File: src/rtl/dec_pkg.sv
package dec_pkg;

    localparam int PC_W   = 32;
    localparam int TAG_W  = 8;
    localparam int NSRC_W = 2;

    typedef struct packed {
        logic              valid;
        logic              is_ctrl;
        logic              targ_done;
        logic              mispred;
        logic              pred_taken;
        logic [NSRC_W-1:0] nsrc;
        logic [PC_W-1:0]   next_pc;
        logic [TAG_W-1:0]  tag;
    } slot_t;

    typedef enum logic [2:0] {
        ST_IDLE,
        ST_RUN,
        ST_BLOCK,
        ST_UNBLK,
        ST_SQUASH
    } dstate_e;

    // A slot whose prediction decode can already prove wrong
    function automatic logic slot_bad(slot_t s);
        return (s.is_ctrl && s.targ_done && s.mispred) ||
               (s.pred_taken && !s.is_ctrl);
    endfunction

endpackage

File: src/rtl/dec_skid_fifo.sv
module dec_skid_fifo
    import dec_pkg::*;
#(
    parameter int W     = 4,
    parameter int DEPTH = 4,
    localparam int PTR_W = (DEPTH > 1) ? $clog2(DEPTH) : 1,
    localparam int CNT_W = $clog2(DEPTH + 1)
) (
    input  logic               clk,
    input  logic               rst,
    input  logic               push,
    input  logic               pop,
    input  logic               flush,
    input  slot_t [W-1:0]      din,
    output slot_t [W-1:0]      head,
    output logic [CNT_W-1:0]   count
);

    slot_t [W-1:0]    mem [DEPTH];
    logic [PTR_W-1:0] wr_ptr;
    logic [PTR_W-1:0] rd_ptr;

    function automatic logic [PTR_W-1:0] bump(logic [PTR_W-1:0] p);
        return (p == PTR_W'(DEPTH - 1)) ? '0 : p + 1'b1;
    endfunction

    always_ff @(posedge clk) begin
        if (rst || flush) begin
            wr_ptr <= '0;
            rd_ptr <= '0;
            count  <= '0;
        end else begin
            if (push) begin
                mem[wr_ptr] <= din;
                wr_ptr      <= bump(wr_ptr);
            end
            if (pop) begin
                rd_ptr <= bump(rd_ptr);
            end
            count <= count + CNT_W'(push) - CNT_W'(pop);
        end
    end

    assign head = mem[rd_ptr];

endmodule

File: src/rtl/dec_slot_scan.sv
module dec_slot_scan
    import dec_pkg::*;
#(
    parameter int W = 4
) (
    input  logic               en,
    input  slot_t [W-1:0]      grp,
    output logic [W-1:0]       fwd,
    output logic [W-1:0]       ready,
    output logic [W*TAG_W-1:0] tags,
    output logic               redirect,
    output logic [PC_W-1:0]    redirect_pc
);

    always_comb begin
        logic alive;
        alive       = en;
        fwd         = '0;
        ready       = '0;
        tags        = '0;
        redirect    = 1'b0;
        redirect_pc = '0;
        for (int i = 0; i < W; i++) begin
            if (alive && grp[i].valid) begin
                fwd[i]                 = 1'b1;
                ready[i]               = (grp[i].nsrc == '0);
                tags[i*TAG_W +: TAG_W] = grp[i].tag;
                if (slot_bad(grp[i])) begin
                    redirect    = 1'b1;
                    redirect_pc = grp[i].next_pc;
                    alive       = 1'b0;
                end
            end else begin
                alive = 1'b0;
            end
        end
    end

endmodule

File: src/rtl/decode_skid_stage.sv
module decode_skid_stage
    import dec_pkg::*;
#(
    parameter int W     = 4,
    parameter int DEPTH = 4
) (
    input  logic                 clk,
    input  logic                 rst,
    input  logic [W-1:0]         grp_valid,
    input  logic [W-1:0]         grp_ctrl,
    input  logic [W-1:0]         grp_targ_done,
    input  logic [W-1:0]         grp_mispred,
    input  logic [W-1:0]         grp_pred_taken,
    input  logic [W*NSRC_W-1:0]  grp_nsrc,
    input  logic [W*PC_W-1:0]    grp_next_pc,
    input  logic [W*TAG_W-1:0]   grp_tag,
    input  logic                 rename_stall,
    input  logic                 exec_stall,
    input  logic                 commit_stall,
    input  logic                 commit_squash,
    input  logic                 rob_squashing,
    output logic [W-1:0]         rn_valid,
    output logic [W-1:0]         rn_issue_ready,
    output logic [W*TAG_W-1:0]   rn_tag,
    output logic                 fetch_hold,
    output logic                 fetch_squash,
    output logic                 fetch_mispredict,
    output logic [PC_W-1:0]      fetch_redirect_pc
);

    localparam int CNT_W = $clog2(DEPTH + 1);

    dstate_e          state, nstate;
    slot_t [W-1:0]    fg;
    slot_t [W-1:0]    head;
    slot_t [W-1:0]    src;
    logic [CNT_W-1:0] skid_cnt;
    logic             skid_push, skid_pop, skid_flush;
    logic             any_stall, active, scan_en, fg_busy;
    logic             redirect;
    logic [PC_W-1:0]  redirect_pc;

    // Pack the flat fetch ports into slot records
    for (genvar g = 0; g < W; g++) begin : g_pack
        assign fg[g] = '{valid:      grp_valid[g],
                         is_ctrl:    grp_ctrl[g],
                         targ_done:  grp_targ_done[g],
                         mispred:    grp_mispred[g],
                         pred_taken: grp_pred_taken[g],
                         nsrc:       grp_nsrc[g*NSRC_W +: NSRC_W],
                         next_pc:    grp_next_pc[g*PC_W +: PC_W],
                         tag:        grp_tag[g*TAG_W +: TAG_W]};
    end

    assign any_stall = rename_stall | exec_stall | commit_stall;
    assign active    = (state == ST_IDLE) || (state == ST_RUN) || (state == ST_UNBLK);
    assign scan_en   = active && !commit_squash && !any_stall;
    assign fg_busy   = |grp_valid;
    assign src       = (state == ST_UNBLK) ? head : fg;

    dec_slot_scan #(.W(W)) u_scan (
        .en          (scan_en),
        .grp         (src),
        .fwd         (rn_valid),
        .ready       (rn_issue_ready),
        .tags        (rn_tag),
        .redirect    (redirect),
        .redirect_pc (redirect_pc)
    );

    assign skid_push = fg_busy &&
        ((active && state != ST_UNBLK && !commit_squash && any_stall) ||
         (state == ST_BLOCK && !commit_squash && !rob_squashing));
    assign skid_pop   = (state == ST_UNBLK) && scan_en && !redirect;
    assign skid_flush = (active && commit_squash) || redirect ||
                        (state == ST_BLOCK && (commit_squash || rob_squashing));

    dec_skid_fifo #(.W(W), .DEPTH(DEPTH)) u_skid (
        .clk   (clk),
        .rst   (rst),
        .push  (skid_push),
        .pop   (skid_pop),
        .flush (skid_flush),
        .din   (fg),
        .head  (head),
        .count (skid_cnt)
    );

    always_comb begin
        nstate = state;
        unique case (state)
            ST_IDLE, ST_RUN, ST_UNBLK: begin
                if (commit_squash)           nstate = ST_SQUASH;
                else if (any_stall)          nstate = ST_BLOCK;
                else if (redirect)           nstate = ST_SQUASH;
                else if (state == ST_UNBLK) begin
                    if (skid_cnt == CNT_W'(1)) nstate = ST_RUN;
                end else if (|rn_valid)      nstate = ST_RUN;
            end
            ST_BLOCK: begin
                if (commit_squash || rob_squashing) nstate = ST_SQUASH;
                else if (!any_stall)
                    nstate = (skid_cnt == '0 && !skid_push) ? ST_RUN : ST_UNBLK;
            end
            ST_SQUASH: begin
                if (!commit_squash && !rob_squashing) nstate = ST_RUN;
            end
            default: nstate = ST_IDLE;
        endcase
    end

    always_ff @(posedge clk) begin
        if (rst) state <= ST_IDLE;
        else     state <= nstate;
    end

    assign fetch_hold        = (state == ST_BLOCK) || (state == ST_UNBLK);
    assign fetch_squash      = redirect;
    assign fetch_mispredict  = redirect;
    assign fetch_redirect_pc = redirect_pc;

endmodule

File: config.mk
export PLATFORM = sky130hd
export DESIGN_NAME = decode_skid_stage
export DESIGN_NICKNAME = d
export VERILOG_FILES = /design/src/rtl/dec_pkg.sv /design/src/rtl/dec_skid_fifo.sv /design/src/rtl/dec_slot_scan.sv /design/src/rtl/decode_skid_stage.sv
export SDC_FILE = /design/constraint.sdc
export NUM_CORES = 1
export LEC_CHECK = 0
export ABC_AREA = 0
export BUFFER_PORTS_ARGS = -buffer_cell sky130_fd_sc_hd__clkbuf_2
export CELL_PAD_IN_SITES_DETAIL_PLACEMENT = 1
export CELL_PAD_IN_SITES_GLOBAL_PLACEMENT = 2
export CORE_ASPECT_RATIO = 1.4
export CORE_UTILIZATION = 48
export DETAILED_ROUTE_END_ITERATION = 10
export GPL_ROUTABILITY_DRIVEN = 1
export MAX_ROUTING_LAYER = met4
export PLACE_DENSITY_LB_ADDON = 0.1
export SETUP_SLACK_MARGIN = 0.15
export SYNTH_ARGS = -nofsm -noshare
export SYNTH_HDL_FRONTEND = slang
export SYNTH_SLANG_ARGS = --single-unit
File: constraint.sdc
create_clock -name clk -period 41.5 [get_ports clk]
set_input_delay 6.225 -clock clk [delete_from_list [all_inputs] [get_ports clk]]
set_output_delay 6.225 -clock clk [all_outputs]
set_load 0.02 [all_outputs]
==> impl_metrics.env, run 1 <==
export IMPL_track_usage_pct=25.0
export IMPL_num_io_pins=270
export IMPL_grt_pass1_vias=18300
export IMPL_maxCapViolCount=0
export IMPL_min_period_ps=16020
export IMPL_gp_congestion=0.752
export IMPL_p_comb_share_pct=3.6
export IMPL_worst_pin_slew_ps=1150
export IMPL_totalWireLength_mm=76.5
export IMPL_peakVddDrop_v=0.0000386
export IMPL_cts_resized_gates=0
export IMPL_power_switching_uw=318
export IMPL_critPathArrivalTime_ps=9790
export IMPL_num_rows=108
export IMPL_wl_per_cell_um=27.0
export IMPL_slew_headroom_pct=23.0
export IMPL_required_ps=35270
export IMPL_p_per_area_mw_per_mm2=45.0
export IMPL_syn_cell_area_mm2=0.0304
export IMPL_cpPeakStageDelay_ps=1070
export IMPL_netSwitchingFraction_pct=20.2
export IMPL_maxSlewViolCount=0
export IMPL_place_area_mm2=0.0327
export IMPL_die_w_um=215
export IMPL_cts_sinks=764
export IMPL_synth_seq_cells=764
export IMPL_critPathLaunchType="primary input"
export IMPL_ys_types=57
export IMPL_drive_gt1_share_pct=29.2
export IMPL_cts_root_buf="clkbuf_16"
export IMPL_ant_nets=0
export IMPL_dp_hpwl_mm=45.6
export IMPL_areaGrowthSynthToFinish_pct=15.3
export IMPL_die_y_um=300
export IMPL_grt_start_max_net_pins=124
export IMPL_final_common_cell="edfxtp_1"
export IMPL_cts_tree="yes"
export IMPL_grt_first_pass_wirelength_mm=115
export IMPL_via_count=16800
export IMPL_tns_ps=0
export IMPL_drtIter0Drc=1195
export IMPL_hold_path_class="flip-flop to flip-flop"
export IMPL_final_period_utilization_pct=38.6
export IMPL_cpMostUsedCell="clkbuf_2"
export IMPL_postCtsSetupBuffers=0
export IMPL_hold_violations=0
export IMPL_clkTransAtPathRegs_ps=60
export IMPL_synth_avg_cell_area_um2=18.2
export IMPL_critPathLaunch="commit_squash"
export IMPL_synth_seq_area_share_pct=75.0
export IMPL_drc_errors=0
export IMPL_core_mm2=0.0623
export IMPL_antenna_found_initial=11
export IMPL_clockPowerShare_pct=41.7
export IMPL_final_cell_mix="edfxtp_1, clkbuf_2, nand2_1, mux4_2, clkbuf_16"
export IMPL_crit_chain="clkbuf_2, nor4_1, nand2_1, nor2_4, a221oi_1, a2bb2oi_1, a31oi_1, clkbuf_2"
export IMPL_clk_latency_ps=600
export IMPL_drtPass1Iterations=6
export IMPL_place_port_buffers=269
export IMPL_synthCells=1667
export IMPL_intPower_uw=1260
export IMPL_fmax_ghz=0.0624
export IMPL_fin_util_pct=56.3
export IMPL_critPathMaxFanout=27
export IMPL_die_area_mm2=0.0644
export IMPL_initial_core_util_pct=48.8
export IMPL_synth_fp_nets=1869
export IMPL_skew_ps=16.2
export IMPL_reg2reg_from="state[1]$_SDFFE_PP0P_"
export IMPL_vias_per_cell=5.93
export IMPL_crit_family="simple AND/OR/NAND/NOR gates"
export IMPL_hold_path_startpoint="u_skid.rd_ptr[0]$_SDFFE_PP0P_"
export IMPL_grt_overflow_total=0
export IMPL_htreeDepth=3
export IMPL_cp_slowest_cell="nor2_4"
export IMPL_num_nets_final=2141
export IMPL_leakage_uw=0.0116
export IMPL_worstSetupEndpointType="primary output"
export IMPL_synthFlopType="edfxtp_1"
export IMPL_design_area_mm2=0.0351
export IMPL_numCtsBuffers=74
export IMPL_seq_power_share_pct=54.6
export IMPL_finalSetupViolCount=0
export IMPL_clk_path_buf_depth=3
export IMPL_crit_type="primary input to primary output"
export IMPL_status="completed"
export IMPL_rsz0062_at_grt="false"
export IMPL_path_buf_inv=2
export IMPL_synth_edf_count=752
export IMPL_ys_async_sr_fraction_pct=0
export IMPL_r2r_setup_slack_ps=34130
export IMPL_ys_warn_count=0
export IMPL_ctsHoldBuffers=0
per-layer routing:
metal	global-route usage, %	routed length [um]	vias to the layer above
met5	-	0	-
met4	8.78	2190	0
met3	4.03	3620	113
met2	42.1	39900	470
met1	30.7	30900	8897
li1	-	-	7308
cell type report:
type / count / area (um2)
fillers: 5632 / 27200
flip-flops and latches: 764 / 22800
multi-input cells: 780 / 7160
clock buffers: 92 / 1980
repair buffers: 298 / 1590
well taps: 825 / 1030
clock inverters: 39 / 363
inverters: 21 / 78.8
diodes: 11 / 27.5
cell families after synthesis:
| kind of cell | after synthesis | share of synthesized area, % |
|---|---|---|
| xor gates and xnor gates | 3 | 0.0864 |
| DFF | 764 | 75.0 |
| adders and majority gates | 7 | 0.313 |
| and+or+nand+nor | 380 | 5.43 |
| AOI/OAI and AO/OA | 224 | 5.19 |
| muxes | 166 | 12.2 |
| buffers and inverters | 123 | 1.74 |
state kept, by name (all words and copies together) (netlist names), named ones only:
| register | cells |
|---|---|
| u_skid.count | 3 |
| u_skid.rd_ptr | 2 |
| u_skid.mem | 752 |
| u_skid.wr_ptr | 2 |
| state | 3 |
worst min-delay path, cell delays in order (launching register included):
cell and delay (ps):
dfxtp_1 330, o31ai_1 90, a21oi_1 60
path summary, 6_finish.rpt:
check                                     end  cells past startpoint
setup / recovery        fetch_redirect_pc[10]                      8
hold / removal                      flip-flop                      2
setup reg to reg  u_skid.mem[2][77]$_DFFE_PP_                     11
hold reg to reg                     flip-flop                      2
through the flow:
stage / hold WS, ps / setup slack [ps] / total power, uW / instances
after floorplan: 473 / 20190 / 909 / 1667
after global placement: 486 / 25580 / 934 / 2688
after detailed placement: 502 / 25430 / 937 / 2688
after CTS: 517 / 25420 / 1600 / 2819
after global routing: 549 / 25170 / 1630 / 2830
final: 522 / 25480 / 1580 / 2830
cells in the mapped netlist, types with 8 or more instances:
| cell | count | share of area, % |
|---|---|---|
| mux4_2 | 164 | 12 |
| a2bb2oi_1 | 26 | 0.75 |
| nand2b_1 | 13 | 0.27 |
| nand3_1 | 48 | 0.79 |
| nor3_1 | 25 | 0.41 |
| nor2_1 | 28 | 0.35 |
| inv_1 | 20 | 0.25 |
| edfxtp_1 | 752 | 74 |
| dfxtp_1 | 12 | 0.79 |
| a31oi_1 | 34 | 0.70 |
| a221oi_1 | 52 | 1.5 |
| o21ai_0 | 8 | 0.13 |
| buf_1 | 9 | 0.11 |
| buf_2 | 24 | 0.39 |
| a21oi_1 | 65 | 1.1 |
| clkbuf_1 | 63 | 0.78 |
| nand2_1 | 239 | 2.9 |
power by group through the flow:
stage	sequential [uW]	combinational (uW)	clock [uW]
final	862	57.6	659
after global routing	863	63.2	700
after CTS	862	58.7	675
after detailed placement	879	58.3	0
after global placement	878	56.4	0
after floorplan	883	26.3	0
(Power assumes the default switching activity.)
==> run 2, diff against run 1 <==
- ABC_AREA: 0 -> 1
- CORE_UTILIZATION: 48 -> 41
- clock period: 41.5 -> 14.9 ns (I/O delays scaled with it)
==> run 2 against run 1 <==
Net effect:
- flip-flop and latch count unchanged
- power rose to 2.9 times the previous value
- wire length up 22%
- cell area is 2.8% higher
- die area increased by 21%
- non-clock buffer count down 11
- synthesized cell count up 52%
- setup slack worse by 20000 ps
- clock skew rose by 7.6 ps
- area after synthesis is 3.3% higher
- sequential share of layout area fell by 1.8 points
- critical path type is now flip-flop to primary output
- largest cell class unchanged
==> impl_metrics.env, run 2 <==
export IMPL_yosysMostFrequentCell="edfxtp_1"
export IMPL_fmax_ghz=0.112
export IMPL_synth_edf_count=752
export IMPL_seq_power_share_pct=53.3
export IMPL_final_period_utilization_pct=60.1
export IMPL_ys_async_sr_fraction_pct=0
export IMPL_drtPass1Iterations=6
export IMPL_slew_headroom_pct=9.53
export IMPL_post_place_ws_ps=5950
export IMPL_grt_first_pass_wirelength_mm=139
export IMPL_leakage_uw=0.0129
export IMPL_p_comb_share_pct=4.9
export IMPL_hold_path_class="flip-flop to flip-flop"
export IMPL_grt_overflow_total=0
export IMPL_crit_chain="inv_2, nor2_4, nand2_8, buf_4, inv_6, nand2_1, nand3_2, nor2_1, nand3_1, nor2_2, nand3_4, inv_2, o21ai_0, o31ai_1, inv_1, clkbuf_2"
export IMPL_cts_tree="yes"
export IMPL_skew_ps=23.7
export IMPL_initial_core_util_pct=41.6
export IMPL_drtIter0Drc=1233
export IMPL_vias_per_cell=5.61
export IMPL_rsz0062_at_grt="false"
export IMPL_num_rows=119
export IMPL_required_ps=12660
export IMPL_numCtsBuffers=77
export IMPL_synth_avg_cell_area_um2=12.4
export IMPL_ys_types=51
export IMPL_synth_seq_cells=764
export IMPL_dp_hpwl_mm=54.1
export IMPL_finalSetupViolCount=0
export IMPL_areaGrowthSynthToFinish_pct=14.7
export IMPL_maxCapViolCount=0
export IMPL_cts_sinks=764
export IMPL_ant_nets=0
export IMPL_ys_warn_count=0
export IMPL_path_buf_inv=6
export IMPL_peakVddDrop_v=0.000105
export IMPL_grt_start_max_net_pins=226
export IMPL_hold_violations=0
export IMPL_num_nets_final=2932
export IMPL_cts_resized_gates=0
export IMPL_synthCells=2527
export IMPL_reg_largest_list="u_skid.mem x752, state x3, u_skid.count x3"
export IMPL_antenna_found_initial=17
export IMPL_final_cell_mix="edfxtp_1, nand2_1, nor2_1, clkbuf_2, o21ai_0"
export IMPL_die_w_um=236
export IMPL_gr_usage_met1_pct=29.4
export IMPL_synth_fp_nets=2729
export IMPL_regMostFlops="u_skid.mem"
export IMPL_clk_path_buf_depth=3
export IMPL_netSwitchingFraction_pct=21.3
export IMPL_synthFlopType="edfxtp_1"
export IMPL_synth_seq_area_share_pct=72.6
export IMPL_htreeDepth=3
export IMPL_totalWireLength_mm=93.5
export IMPL_ctsHoldBuffers=0
export IMPL_clkTransAtPathRegs_ps=70
export IMPL_netlist_area_leader_share_pct=71.9
export IMPL_track_usage_pct=24.7
export IMPL_num_io_pins=270
export IMPL_die_area_mm2=0.0778
export IMPL_critPathLaunchType="flip-flop"
export IMPL_synth_top_cells_by_count="edfxtp_1, nand2_1, nor2_1, o21ai_0, nand3_1"
export IMPL_tns_ps=0
export IMPL_setup_ws_ps=5950
export IMPL_yosysTopAreaCell="edfxtp_1"
export IMPL_power_switching_uw=975
export IMPL_multi_input_area_mm2=0.00765
export IMPL_largest_reg_flops=752
export IMPL_worstSetupEndpointType="primary output"
export IMPL_synth_top_cells_by_area="edfxtp_1, nand2_1, nor2_1, o21ai_0, nand3_1"
export IMPL_grt_util_met2_pct=42.0
export IMPL_crit_type="flip-flop to primary output"
export IMPL_syn_cell_area_mm2=0.0314
export IMPL_core_mm2=0.0755
export IMPL_critPathMaxFanout=90
export IMPL_min_period_ps=8950
export IMPL_status="completed"
export IMPL_clockPowerShare_pct=41.8
export IMPL_grt_pass1_vias=22300
export IMPL_cts_root_buf="clkbuf_16"
export IMPL_via_count=21100
export IMPL_maxSlewViolCount=0
export IMPL_clk_latency_ps=630
export IMPL_cpMostUsedCell="inv_2"
export IMPL_postCtsSetupBuffers=0
export IMPL_wl_per_cell_um=24.8
export IMPL_die_y_um=330
export IMPL_final_common_cell="edfxtp_1"
export IMPL_gp_congestion=0.783
export IMPL_place_port_buffers=269
export IMPL_fillers=7749
export IMPL_register_area_mm2=0.0228
export IMPL_p_per_area_mw_per_mm2=127
export IMPL_drive_gt1_share_pct=15.7
export IMPL_worst_pin_slew_ps=1360
export IMPL_critPathArrivalTime_ps=6710
export IMPL_cp_slowest_cell="inv_2"
export IMPL_crit_family="simple AND/OR/NAND/NOR gates"
export IMPL_drc_errors=0
export IMPL_met3_usage_pct=4.15
export IMPL_intPower_uw=3600
export IMPL_cpPeakStageDelay_ps=830
export IMPL_grt_busiest_layer="met2"
==> run 2: cell count changes after synthesis, moves of 46 or more <==
cell      change
nor2_1      +274
o21ai_0     +215
nand2_1     +184
mux4_2      -164
nand3_1     +119
o22ai_1      +79
a221oi_1     -49
inv_1        +46
==> run 2: cell families (layout without fill, tap and decap cells) <==
| kind of cell | count (synthesis) | in the layout | share of synthesized area (%) |
|---|---|---|---|
| buffers and inverters | 237 | 496 | 3.16 |
| XOR/XNOR | 1 | 1 | 0.0279 |
| adder cells (fa/ha/maj) | 7 | 7 | 0.303 |
| flip-flops | 764 | 764 | 72.6 |
| AO/OA/AOI/OAI | 561 | 561 | 10.8 |
| other | 0 | 13 | 0 |
| multiplexers | 22 | 22 | 0.701 |
| AND/OR/NAND/NOR | 935 | 935 | 12.4 |
==> run 2: final timing paths <==
| path | to | slack [ps] | depth (start not counted) | from |
|---|---|---|---|---|
| worst max-delay path | fetch_redirect_pc[27] | 5950 | 16 | state[1]$_SDFFE_PP0P_ |
| worst min-delay path | flip-flop | 490 | 2 | u_skid.rd_ptr[1]$_SDFFE_PP0P_ |
| worst max register to register | u_skid.mem[3][129]$_DFFE_PP_ | 7580 | 17 | state[1]$_SDFFE_PP0P_ |
| worst min register to register | flip-flop | 490 | 2 | u_skid.rd_ptr[1]$_SDFFE_PP0P_ |
==> run 2: cell type report <==
cell class,count,area share [%]
timing repair buffer,287,4.35
sequential,764,63.3
clock buffer,94,5.76
clock inverter,41,1.04
tap,968,3.36
antenna,13,0.0903
multi-input combinational,1526,21.2
inverter,74,0.819
==> run 2: power by group through the flow <==
stage | clock [uW] | sequential (uW) | combinational [uW]
after floorplan | 0 | 2500 | 114
after global placement | 0 | 2480 | 221
after detailed placement | 0 | 2480 | 228
after CTS | 1960 | 2440 | 229
after global routing | 2020 | 2440 | 247
final | 1910 | 2440 | 223
==> run 2: through the flow <==
step	cell area [um2]	total power, uW	hold WS, ps	util [%]	std cells
2_1_floorplan	31400	2610	470	-	2527
3_3_place_gp	33600	2700	478	44.5	3619
3_5_place_dp	33600	2710	484	44.5	3619
4_1_cts	36000	4630	496	47.7	3754
5_1_grt	36000	4710	551	47.7	3766
6_report	36000	4570	495	47.7	3767
==> run 2: worst register-to-register path, cell delays in order (launching register included) <==
cell and delay [ps]:
dfxtp_1 380, inv_2 70, nor2_4 160, nand2_8 480
buf_4 680, inv_6 460, nand2_1 140, nand3_2 370
nor2_1 80, nand3_1 610, nor2_2 150, nand3_4 350
nand2_2 210, a211oi_4 310, nand3_2 290, nor2_4 720
buf_4 590, buf_12 710
==> run 2: layer usage <==
metal	up-vias	share of wire (%)	wire (um)
met5	-	0	0
met4	0	3.3	3110
met3	142	4.9	4610
met2	501	51	47300
met1	10800	41	38500
li1	9677	-	-
==> run 3, diff against run 2 <==
- clock period: 14.9 -> 8.5 ns (I/O delays scaled with it)
==> run 3 against run 2 <==
Net effect:
- sequential share of layout area increased by 0.077 points
- via count increased by 0.29%
- critical path type unchanged
- non-clock buffer count increased by 3
- sequential power increased by 75%
- utilization decreased by 0.058 points
==> impl_metrics.env, run 3 (synthesis gave the netlist of run 2 again) <==
export IMPL_status="completed"
export IMPL_antenna_found_initial=18
export IMPL_multi_input_area_mm2=0.00765
export IMPL_clk_path_buf_depth=3
export IMPL_cts_tree="yes"
export IMPL_cts_sinks=764
export IMPL_numCtsBuffers=76
export IMPL_postCtsSetupBuffers=0
export IMPL_place_port_buffers=269
export IMPL_cp_slowest_cell="inv_2"
export IMPL_drive_gt1_share_pct=15.6
export IMPL_fillers=7837
export IMPL_reg2reg_from="state[1]$_SDFFE_PP0P_"
export IMPL_regMostFlops="u_skid.mem"
export IMPL_register_area_mm2=0.0228
export IMPL_critPathLaunch="state[1]$_SDFFE_PP0P_"
export IMPL_slew_headroom_pct=25.9
export IMPL_critPathLaunchType="flip-flop"
export IMPL_reg_largest_list="u_skid.mem x752, state x3, u_skid.count x3"
export IMPL_min_period_ps=7050
export IMPL_maxCapViolCount=0
export IMPL_worstSetupEndpointType="primary output"
export IMPL_hold_path_class="flip-flop to flip-flop"
export IMPL_die_area_mm2=0.0778
export IMPL_grt_first_pass_wirelength_mm=142
export IMPL_initial_core_util_pct=41.6
export IMPL_num_rows=119
export IMPL_vias_per_cell=5.63
export IMPL_leakage_uw=0.0129
export IMPL_wl_per_cell_um=25.3
export IMPL_crit_chain="inv_2, nor2_4, nand2_8, inv_6, nand2_1, nand3_2, nor2_1, nand3_1, nor2_2, nand3_4, inv_2, o21ai_0, o31ai_1, inv_1, clkbuf_2"
export IMPL_r2r_end="u_skid.count[2]$_SDFF_PP0_"
export IMPL_fmax_ghz=0.142
export IMPL_rsz0062_at_grt="false"
export IMPL_htreeDepth=3
export IMPL_critPathMaxFanout=77
export IMPL_die_w_um=236
export IMPL_hold_violations=0
export IMPL_ant_nets=0
export IMPL_dp_hpwl_mm=56.3
export IMPL_num_io_pins=270
export IMPL_worst_pin_slew_ps=1110
export IMPL_fin_total_pwr_uw=7960
export IMPL_grt_overflow_total=0
export IMPL_grt_pass1_vias=22300
export IMPL_reg2reg_depth=19
export IMPL_crit_type="flip-flop to primary output"
export IMPL_critPathArrivalTime_ps=5780
export IMPL_peakVddDrop_v=0.000167
export IMPL_p_per_area_mw_per_mm2=221
export IMPL_via_count=21200
export IMPL_areaGrowthSynthToFinish_pct=14.6
export IMPL_cpMostUsedCell="inv_2"
export IMPL_maxSlewViolCount=0
export IMPL_cts_resized_gates=0
export IMPL_core_mm2=0.0755
export IMPL_r2r_setup_slack_ps=2430
export IMPL_finalSetupViolCount=0
export IMPL_grt_start_max_net_pins=192
export IMPL_final_period_utilization_pct=82.9
export IMPL_skew_ps=15.6
export IMPL_cts_root_buf="clkbuf_16"
export IMPL_required_ps=7220
export IMPL_layout_cells_non_filler=3768
export IMPL_hold_path_startpoint="u_skid.rd_ptr[1]$_SDFFE_PP0P_"
export IMPL_cpPeakStageDelay_ps=850
export IMPL_gp_congestion=0.792
export IMPL_clk_latency_ps=630
export IMPL_largest_reg_flops=752
export IMPL_drc_errors=0
export IMPL_final_cell_mix="edfxtp_1, nand2_1, nor2_1, clkbuf_2, o21ai_0"
export IMPL_final_common_cell="edfxtp_1"
export IMPL_clkTransAtPathRegs_ps=60
export IMPL_num_nets_final=2934
export IMPL_totalWireLength_mm=95.4
export IMPL_worstHoldPathCells=2
export IMPL_dp_cells=3622
export IMPL_drtIter0Drc=1377
export IMPL_track_usage_pct=25.3
export IMPL_ctsHoldBuffers=0
export IMPL_die_y_um=330
export IMPL_drtPass1Iterations=5
==> run 3: worst max path at each step <==
| stage | endpoint | slack [ps] | depth (start not counted) |
|---|---|---|---|
| 2_1_floorplan | u_skid.mem[0][0]$_DFFE_PP_ | -2630 | 13 |
| 3_3_place_gp | fetch_redirect_pc[9] | 1660 | 14 |
| 3_5_place_dp | fetch_redirect_pc[9] | 1490 | 14 |
| 4_1_cts | fetch_redirect_pc[24] | 1230 | 15 |
| 5_1_grt | fetch_redirect_pc[9] | 960 | 15 |
| 6_report | fetch_redirect_pc[24] | 1450 | 15 |
==> run 3: critical path, delay by kind of cell, from the launching register on <==
kind	cells	cell delay (ps)
flops	1	340
compound gates	2	420
buf+inv	5	1500
simple gates	8	2800
==> run 3: area by class of cell <==
cell class | count | area share (%)
Sequential cell | 764 | 63.4
Inverter | 74 | 0.820
Tap cell | 968 | 3.36
Multi-Input combinational cell | 1526 | 21.3
Antenna cell | 12 | 0.0834
Clock buffer | 101 | 5.77
Clock inverter | 33 | 0.820
Timing Repair Buffer | 290 | 4.46
==> run 3: power breakdown <==
part	total [uW]	internal [uW]	switching, uW	leakage (uW)
logic	400	115	285	0.00486
registers	4270	4250	26.9	0.00688
clock network	3290	1870	1420	0.00116
total	7960	6230	1730	0.0129
==> run 3: metrics by stage <==
stage	hold WS [ps]	area, um2	util [%]	setup slack [ps]	TNS (ps)
6_report	510	36000	47.7	1450	0
5_1_grt	533	36000	47.7	964	0
4_1_cts	500	36000	47.6	1230	0
3_5_place_dp	486	33600	44.5	1490	0
3_3_place_gp	480	33600	44.5	1660	0
2_1_floorplan	470	31400	-	-2630	-1975080
==> run 3: per-layer routing <==
| metal | share of wire (%) | GRT usage (%) | vias to the layer above |
|---|---|---|---|
| met5 | 0 | - | - |
| met3 | 4.3 | 3.87 | 130 |
| li1 | - | - | 9677 |
| met4 | 3.2 | 8.99 | 0 |
| met1 | 41 | 29.9 | 10900 |
| met2 | 51 | 43.9 | 494 |
